## config.mk

```make
export PLATFORM = sky130hd
export DESIGN_NAME = ipc_share_regulator
export DESIGN_NICKNAME = d
export VERILOG_FILES = /design/src/rtl/ipc_reg_pkg.sv /design/src/rtl/ipc_reg_ctrl.sv /design/src/rtl/ipc_reg_datapath.sv /design/src/rtl/ipc_share_regulator.sv
export SDC_FILE = /design/constraint.sdc
export NUM_CORES = 1
export LEC_CHECK = 0
export CAP_MARGIN = 20
export CORE_AREA = 2 2 154 156
export DETAILED_ROUTE_END_ITERATION = 6
export DIE_AREA = 0 0 156 158
export DONT_BUFFER_PORTS = 1
export GPL_TIMING_DRIVEN = 0
export PLACE_DENSITY = 0.79
export SLEW_MARGIN = 10
export SYNTH_ARGS = -nofsm -noshare
export SYNTH_HDL_FRONTEND = slang
export SYNTH_SLANG_ARGS = --single-unit
```

## constraint.sdc

```tcl
create_clock -name clk -period 13.3 [get_ports clk]
set_input_delay 1.33 -clock clk [delete_from_list [all_inputs] [get_ports clk]]
set_output_delay 1.33 -clock clk [all_outputs]
set_load 0.03 [all_outputs]
```

## src/rtl/ipc_reg_pkg.sv

```systemverilog
package ipc_reg_pkg;

  typedef enum logic [1:0] {
    PH_WARM = 2'd0,
    PH_MEAS = 2'd1,
    PH_TUNE = 2'd2
  } phase_e;

  // strobes from the control FSM into the datapath
  typedef struct packed {
    logic measClr;    // last warm-up cycle: clear window count
    logic measAcc;    // window cycle: accumulate commits
    logic tuneStart;  // last window cycle: load mid share
    logic perAcc;     // tune cycle: accumulate sub-period commits
    logic subEnd;     // last cycle of a sub-period: decide step
    logic sampleMode; // whole sample phase
  } strobe_t;

endpackage

```

## src/rtl/ipc_reg_ctrl.sv

```systemverilog
module ipc_reg_ctrl
  import ipc_reg_pkg::*;
#(
  parameter int WARM_CYC = 50000,
  parameter int MEAS_CYC = 10000,
  parameter int SUB_CYC  = 15000,
  parameter int NUM_SUB  = 20
) (
  input  logic    clk,
  input  logic    rstN,
  output strobe_t stb
);

  localparam int TUNE_CYC = SUB_CYC * NUM_SUB;
  localparam int PH_MAX   = (TUNE_CYC > WARM_CYC) ?
                            ((TUNE_CYC > MEAS_CYC) ? TUNE_CYC : MEAS_CYC) :
                            ((WARM_CYC > MEAS_CYC) ? WARM_CYC : MEAS_CYC);
  localparam int PH_W     = $clog2(PH_MAX + 1);
  localparam int SUB_W    = $clog2(SUB_CYC + 1);

  phase_e           phase;
  logic [PH_W-1:0]  phaseCnt;
  logic [SUB_W-1:0] subCnt;

  logic warmLast, measLast, tuneLast, subLast;

  always_comb begin
    warmLast = (phase == PH_WARM) && (phaseCnt == PH_W'(WARM_CYC - 1));
    measLast = (phase == PH_MEAS) && (phaseCnt == PH_W'(MEAS_CYC - 1));
    tuneLast = (phase == PH_TUNE) && (phaseCnt == PH_W'(TUNE_CYC - 1));
    subLast  = (phase == PH_TUNE) && (subCnt == SUB_W'(SUB_CYC - 1));
  end

  always_ff @(posedge clk) begin
    if (!rstN) begin
      phase    <= PH_WARM;
      phaseCnt <= '0;
      subCnt   <= '0;
    end else begin
      unique case (phase)
        PH_WARM: begin
          if (warmLast) begin
            phase    <= PH_MEAS;
            phaseCnt <= '0;
          end else begin
            phaseCnt <= phaseCnt + 1'b1;
          end
        end
        PH_MEAS: begin
          if (measLast) begin
            phase    <= PH_TUNE;
            phaseCnt <= '0;
            subCnt   <= '0;
          end else begin
            phaseCnt <= phaseCnt + 1'b1;
          end
        end
        PH_TUNE: begin
          subCnt <= subLast ? '0 : subCnt + 1'b1;
          if (tuneLast) begin
            phase    <= PH_WARM;
            phaseCnt <= '0;
          end else begin
            phaseCnt <= phaseCnt + 1'b1;
          end
        end
        default: begin
          phase    <= PH_WARM;
          phaseCnt <= '0;
          subCnt   <= '0;
        end
      endcase
    end
  end

  always_comb begin
    stb.measClr    = warmLast;
    stb.measAcc    = (phase == PH_MEAS);
    stb.tuneStart  = measLast;
    stb.perAcc     = (phase == PH_TUNE);
    stb.subEnd     = subLast;
    stb.sampleMode = (phase != PH_TUNE);
  end

endmodule

```

## src/rtl/ipc_reg_datapath.sv

```systemverilog
module ipc_reg_datapath
  import ipc_reg_pkg::*;
#(
  parameter int COMMIT_W = 4,
  parameter int FRAC_W   = 8,
  parameter int MEAS_CYC = 10000,
  parameter int SUB_CYC  = 15000,
  parameter int CAP      = 64,
  localparam int LIM_W   = $clog2(CAP + 1)
) (
  input  logic                clk,
  input  logic                rstN,
  input  strobe_t             stb,
  input  logic [COMMIT_W-1:0] commitCnt,
  input  logic [FRAC_W-1:0]   invSlow,
  output logic [LIM_W-1:0]    ctLimit,
  output logic [LIM_W-1:0]    nctLimit,
  output logic                nctHalt
);

  localparam int MAX_C  = (1 << COMMIT_W) - 1;
  localparam int SAMP_W = $clog2(MEAS_CYC * MAX_C + 1);
  localparam int PER_W  = $clog2(SUB_CYC * MAX_C + 1);
  localparam int M3_W   = SAMP_W + 2;
  localparam int PROD_W = M3_W + FRAC_W;
  localparam int TGT_W  = PROD_W - (FRAC_W + 1);
  localparam int CMP_W  = (TGT_W > PER_W) ? TGT_W : PER_W;
  localparam int STEP   = CAP / 16;
  localparam int HALF   = CAP / 2;

  logic [SAMP_W-1:0] measCnt;
  logic [PER_W-1:0]  perCnt;
  logic [LIM_W-1:0]  share;

  logic [M3_W-1:0]   meas3;
  logic [PROD_W-1:0] prod;
  logic [CMP_W-1:0]  target, perTotal;
  logic [LIM_W:0]    upVal;
  logic [LIM_W-1:0]  nextShare;

  // target = 3*M*F >> (FRAC_W+1), built with shifts and adds
  always_comb begin
    meas3 = (M3_W'(measCnt) << 1) + M3_W'(measCnt);
    prod  = '0;
    for (int i = 0; i < FRAC_W; i++) begin
      if (invSlow[i]) prod = prod + (PROD_W'(meas3) << i);
    end
    target   = CMP_W'(prod >> (FRAC_W + 1));
    perTotal = CMP_W'(perCnt) + CMP_W'(commitCnt);
  end

  always_comb begin
    upVal     = (LIM_W + 1)'(share) + (LIM_W + 1)'(STEP);
    nextShare = share;
    if (perTotal < target) begin
      nextShare = (upVal > (LIM_W + 1)'(CAP)) ? LIM_W'(CAP) : upVal[LIM_W-1:0];
    end else if (perTotal > target) begin
      nextShare = (share > LIM_W'(STEP)) ? share - LIM_W'(STEP) : LIM_W'(STEP);
    end
  end

  always_ff @(posedge clk) begin
    if (!rstN) begin
      measCnt <= '0;
      perCnt  <= '0;
      share   <= LIM_W'(HALF);
    end else begin
      if (stb.measClr)      measCnt <= '0;
      else if (stb.measAcc) measCnt <= measCnt + SAMP_W'(commitCnt);

      if (stb.tuneStart || stb.subEnd) perCnt <= '0;
      else if (stb.perAcc)             perCnt <= perCnt + PER_W'(commitCnt);

      if (stb.tuneStart)   share <= LIM_W'(HALF);
      else if (stb.subEnd) share <= nextShare;
    end
  end

  always_comb begin
    nctHalt  = stb.sampleMode;
    ctLimit  = stb.sampleMode ? LIM_W'(CAP) : share;
    nctLimit = LIM_W'(CAP) - ctLimit;
  end

endmodule

```

## src/rtl/ipc_share_regulator.sv

```systemverilog
module ipc_share_regulator
  import ipc_reg_pkg::*;
#(
  parameter int WARM_CYC = 50000,
  parameter int MEAS_CYC = 10000,
  parameter int SUB_CYC  = 15000,
  parameter int NUM_SUB  = 20,
  parameter int CAP      = 64,
  parameter int COMMIT_W = 4,
  parameter int FRAC_W   = 8,
  localparam int LIM_W   = $clog2(CAP + 1)
) (
  input  logic                clk,
  input  logic                rstN,
  input  logic [COMMIT_W-1:0] commitCnt,
  input  logic [FRAC_W-1:0]   invSlow,
  output logic [LIM_W-1:0]    ctLimit,
  output logic [LIM_W-1:0]    nctLimit,
  output logic                nctHalt
);

  strobe_t stb;

  ipc_reg_ctrl #(
    .WARM_CYC(WARM_CYC), .MEAS_CYC(MEAS_CYC),
    .SUB_CYC(SUB_CYC),   .NUM_SUB(NUM_SUB)
  ) uCtrl (
    .clk(clk), .rstN(rstN), .stb(stb)
  );

  ipc_reg_datapath #(
    .COMMIT_W(COMMIT_W), .FRAC_W(FRAC_W), .MEAS_CYC(MEAS_CYC),
    .SUB_CYC(SUB_CYC),   .CAP(CAP)
  ) uData (
    .clk(clk), .rstN(rstN), .stb(stb),
    .commitCnt(commitCnt), .invSlow(invSlow),
    .ctLimit(ctLimit), .nctLimit(nctLimit), .nctHalt(nctHalt)
  );

endmodule

```

==> impl_metrics.csv <==
group,metric,value,unit
grt,grt_pass1_vias,14510,
placement,port_buffers,0,
sta,hold_violations,0,
pwr,total_switching_power,0.000197,W
worst_setup_path,slowest_stage,"or4b_4",
worst_setup_path,critPathMaxFanout,6,
worst_setup_path,critical_path.endpoint_type,"flip-flop",
finish,antennaDiodeCount,0,
yosys,ys_dominant_reg_cell,"dfxtp_1",
worst_setup_path,critPathRequiredTime,13.53,ns
placement,gp_routability_congestion,1.00,
cts,clk_pin_slew,0.06,ns
route,wl_per_cell,21.7,µm
finish,design.final.nets,2253,
floorplanning,floorplan.io_pins,29,
finish,nFillCells,1519,
sta,maxClockFrequency,70.6,MHz
grt,grt_start_max_net_pins,17,
cts,clock_insertion_delay_at_the_later_pin_of_the_skew_report,0.34,ns
flow_run,maxCapViolCount,0,
finish,multiInputGateArea,0.0136,mm²
floorplanning,start_util,59.6,%
grt,gr-usage-all-layers,36.4,%
pwr,power.switching_fraction,29.1,%
run_status,run_status,"complete, but fails checks",
route,route.detailed.drc,0,
pwr,part_of_the_total_power_dissipated_in_the_clock_network,42.2,%
cts,htree_levels,3,
worst_setup_path,critical-path-top-cell-by-count,"a21oi_2",
sta,final.min_clock_period,14.16,ns
sta,timing.final.crit_share,106,%
yosys,synth.cell_area,0.0137,mm²
sta,timing.max_slew.rel_slack,18.0,%
yosys,synth_common_cells,"nor2_1 (219), ha_1 (169), nand2_1 (158), a21oi_1 (144), o21ai_0 (112)",
route,routed_wl,51100,µm
floorplanning,area_enclosed_by_the_die_boundary,0.0246,mm²
grt,antenna_found_initial,1,
run_status,failed_checks,"setup timing",
pwr,power.static_leakage,7.51,nW
yosys,synth_cell_type_count,98,
yosys,yosys-top-cells-area,"ha_1 (15%), dfxtp_1 (11%), xnor2_1 (6.0%)",
cts,number_of_clock_buffers_inserted_by_tritoncts,9,
sta,rsz_0062_raised_after_global_routing,"yes",
cts,root_cell_of_the_clock_tree,"clkbuf_16",
sta,post-route-worst-setup-slack,-0.861,ns
worst_setup_path,start_kind,"primary input",
grt,globalRoute.totalOverflow,0,
cts,total_clock_sinks,76,
route,drtPass1Iterations,7,
worst_setup_path,cp_data_arrival_time,14.39,ns
finish,share_of_layout_cells_above_drive_strength_1,25.1,%
sta,worst_clock_skew,0.00639,ns
hold_path,worst_min_delay_path_category,"flip-flop to flip-flop",
cts,cts.hold.buffers_added,0,
floorplanning,area_of_the_placeable_core,0.0231,mm²
floorplanning,die-height,158,µm
pwr,power.share.sequential,33.7,%
grt,grt_first_pass_wirelength,73000,µm
worst_setup_path,cpPeakStageDelay,0.48,ns
pwr,power.density_cell_area,38.4,mW/mm²
pwr,vdd_ir_drop_max,137,µV
worst_setup_path,regToRegStartpoint,"uData.measCnt[1]",
cts,clockBufferDepth,2,
route,initialDrtViolationCount,1677,
finish,final-seq-area,0.00153,mm²
worst_setup_path,worst_setup_path_startpoint,"invSlow[0]",
cts,cts_tree,"built",
yosys,post-synth-top-area-cell,"ha_1",
yosys,synthDominantCellAreaShare,15.4,%
floorplanning,die_width,156,µm
route,route.vias.total,16323,
sta,finalSetupViolations,5,
yosys,async_reset_ff_share,0,%
yosys,post_synthesis_sequential_area_ratio,11.1,%
pwr,pwr-share-comb,24.1,%
sta,fin_setup_tns,-3.73,ns
yosys,avg_inst_size_synth,7.25,µm²
sta,tightestPinTransition,1.23,ns
floorplanning,placementRows,56,
yosys,synthMostInstantiatedCell,"nor2_1",
yosys,yosys_register_bits,76,
finish,finish.utilization,76.8,%
placement,dp.final_hpwl,32000,µm
worst_setup_path,crit_type,"primary input to flip-flop",
yosys,ys.warnings.count,0,
hold_path,hp-start,"uCtrl.phaseCnt[0]",
pwr,power.internal,0.000482,W
yosys,post_synth_edffs,0,
route,ant_nets,0,
yosys,syn-instance-count,1893,
sta,final-max-slew-violation-count,0,
route,vias_cell,6.93,
finish,areaGrowthSynthToFinish,28.9,%
pwr,total_power,0.000679,W
## cells by family after synthesis
family	count (synthesis)	synth area share, %
AND/OR/NAND/NOR	685	24.3
XOR/XNOR	167	10.7
multiplexers	41	3.18
adder cells (fa/ha/maj)	180	16.9
AO/OA/AOI/OAI	592	29.5
buffers and inverters	150	4.34
flip-flops	76	11.1
other	2	0.0547
## worst max-delay path: cells and delay by family
family | cells | cell delay, ns
and+or+nand+nor | 15 | 2.62
muxes | 2 | 0.50
xor gates and xnor gates | 3 | 0.44
AOI/OAI and AO/OA | 30 | 6.27
adders and majority gates | 8 | 2.13
buffers and inverters | 8 | 1.07
## per-layer routing
layer  GRT usage [%]  vias to the layer above  wire [µm]
met5               0                        -          0
met4            19.1                        0       3370
met3            5.69                      330       5530
met2            60.9                     1113      23300
met1            45.4                     7554      18900
li1                -                     7326          -
## metrics by stage
stage	instances	worst slack, ns	instance area (µm²)	hold WS, ns
global route	2356	-1.20	17700	0.479
detailed placement	2190	-2.16	14400	0.458
floorplan	1896	0.00330	13900	0.430
finish	2356	-0.861	17700	0.469
CTS	2298	-0.0454	16600	0.471
global placement	2186	-2.14	14300	0.449
## layout make-up
| cell class | instances | share of cell area (%) |
|---|---|---|
| Multi-Input combinational cell | 1671 | 76.6 |
| Sequential cell | 76 | 8.65 |
| Timing Repair Buffer | 156 | 6.87 |
| Buffer | 67 | 2.10 |
| Tap cell | 290 | 2.05 |
| Inverter | 80 | 1.70 |
| Clock buffer | 10 | 1.35 |
| Clock inverter | 6 | 0.629 |
## sequential cells by signal (all words and copies together), names as in the netlist
register	cells
uData.measCnt	18
uCtrl.phase	2
uCtrl.subCnt	14
uData.perCnt	18
uData.share	5
uCtrl.phaseCnt	19
## power groups by stage
stage	Combinational, W	Sequential (W)	Clock [W]
final	0.000164	0.000229	0.000287
after global routing	0.000174	0.000229	0.000296
after CTS	0.000143	0.000229	0.000289
after detailed placement	0.000122	0.000234	0
after global placement	0.000118	0.000234	0
after floorplan	0.0000946	0.000234	0
## final timing paths
path	endpoint	slack, ns	depth (start not counted)
max	uData.share[5]	-0.86	66
min reg2reg	uCtrl.phaseCnt[0]	0.47	1
min	uCtrl.phaseCnt[0]	0.47	1
max reg2reg	uData.share[5]	-0.84	64
## layout by cell type (no fill, tap or decap), types with 15 or more instances in the layout
master,Yosys,final
clkbuf_1,52,45
mux2i_1,20,16
or3_1,24,19
nand3_1,51,49
nor2b_1,22,20
buf_4,5,149
nor3_1,41,35
and2_1,25,21
dfxtp_1,76,72
inv_1,73,68
o21a_1,44,42
xnor2_1,94,84
nand2b_1,18,18
o21ai_1,7,25
and3_1,33,32
ha_4,0,46
nor2_1,219,204
xor2_1,73,70
mux2_2,21,16
nand4_1,24,24
nand2_1,158,149
a21o_1,48,48
o21ai_0,112,75
o21ai_2,1,18
ha_1,169,114
nor2_2,2,15
a21oi_1,144,96
a21oi_2,3,41
## timing repair
action | 4_1_cts | 5_1_grt
endpoints found under the hold margin | 0 | 0
buffers inserted | 95 | 59
resized for setup | 229 | 141
pin swaps | 87 | 109
cloned | 1 | 1
setup endpoints to repair | 5 | 5
Power figures use the tool's default switching activity.
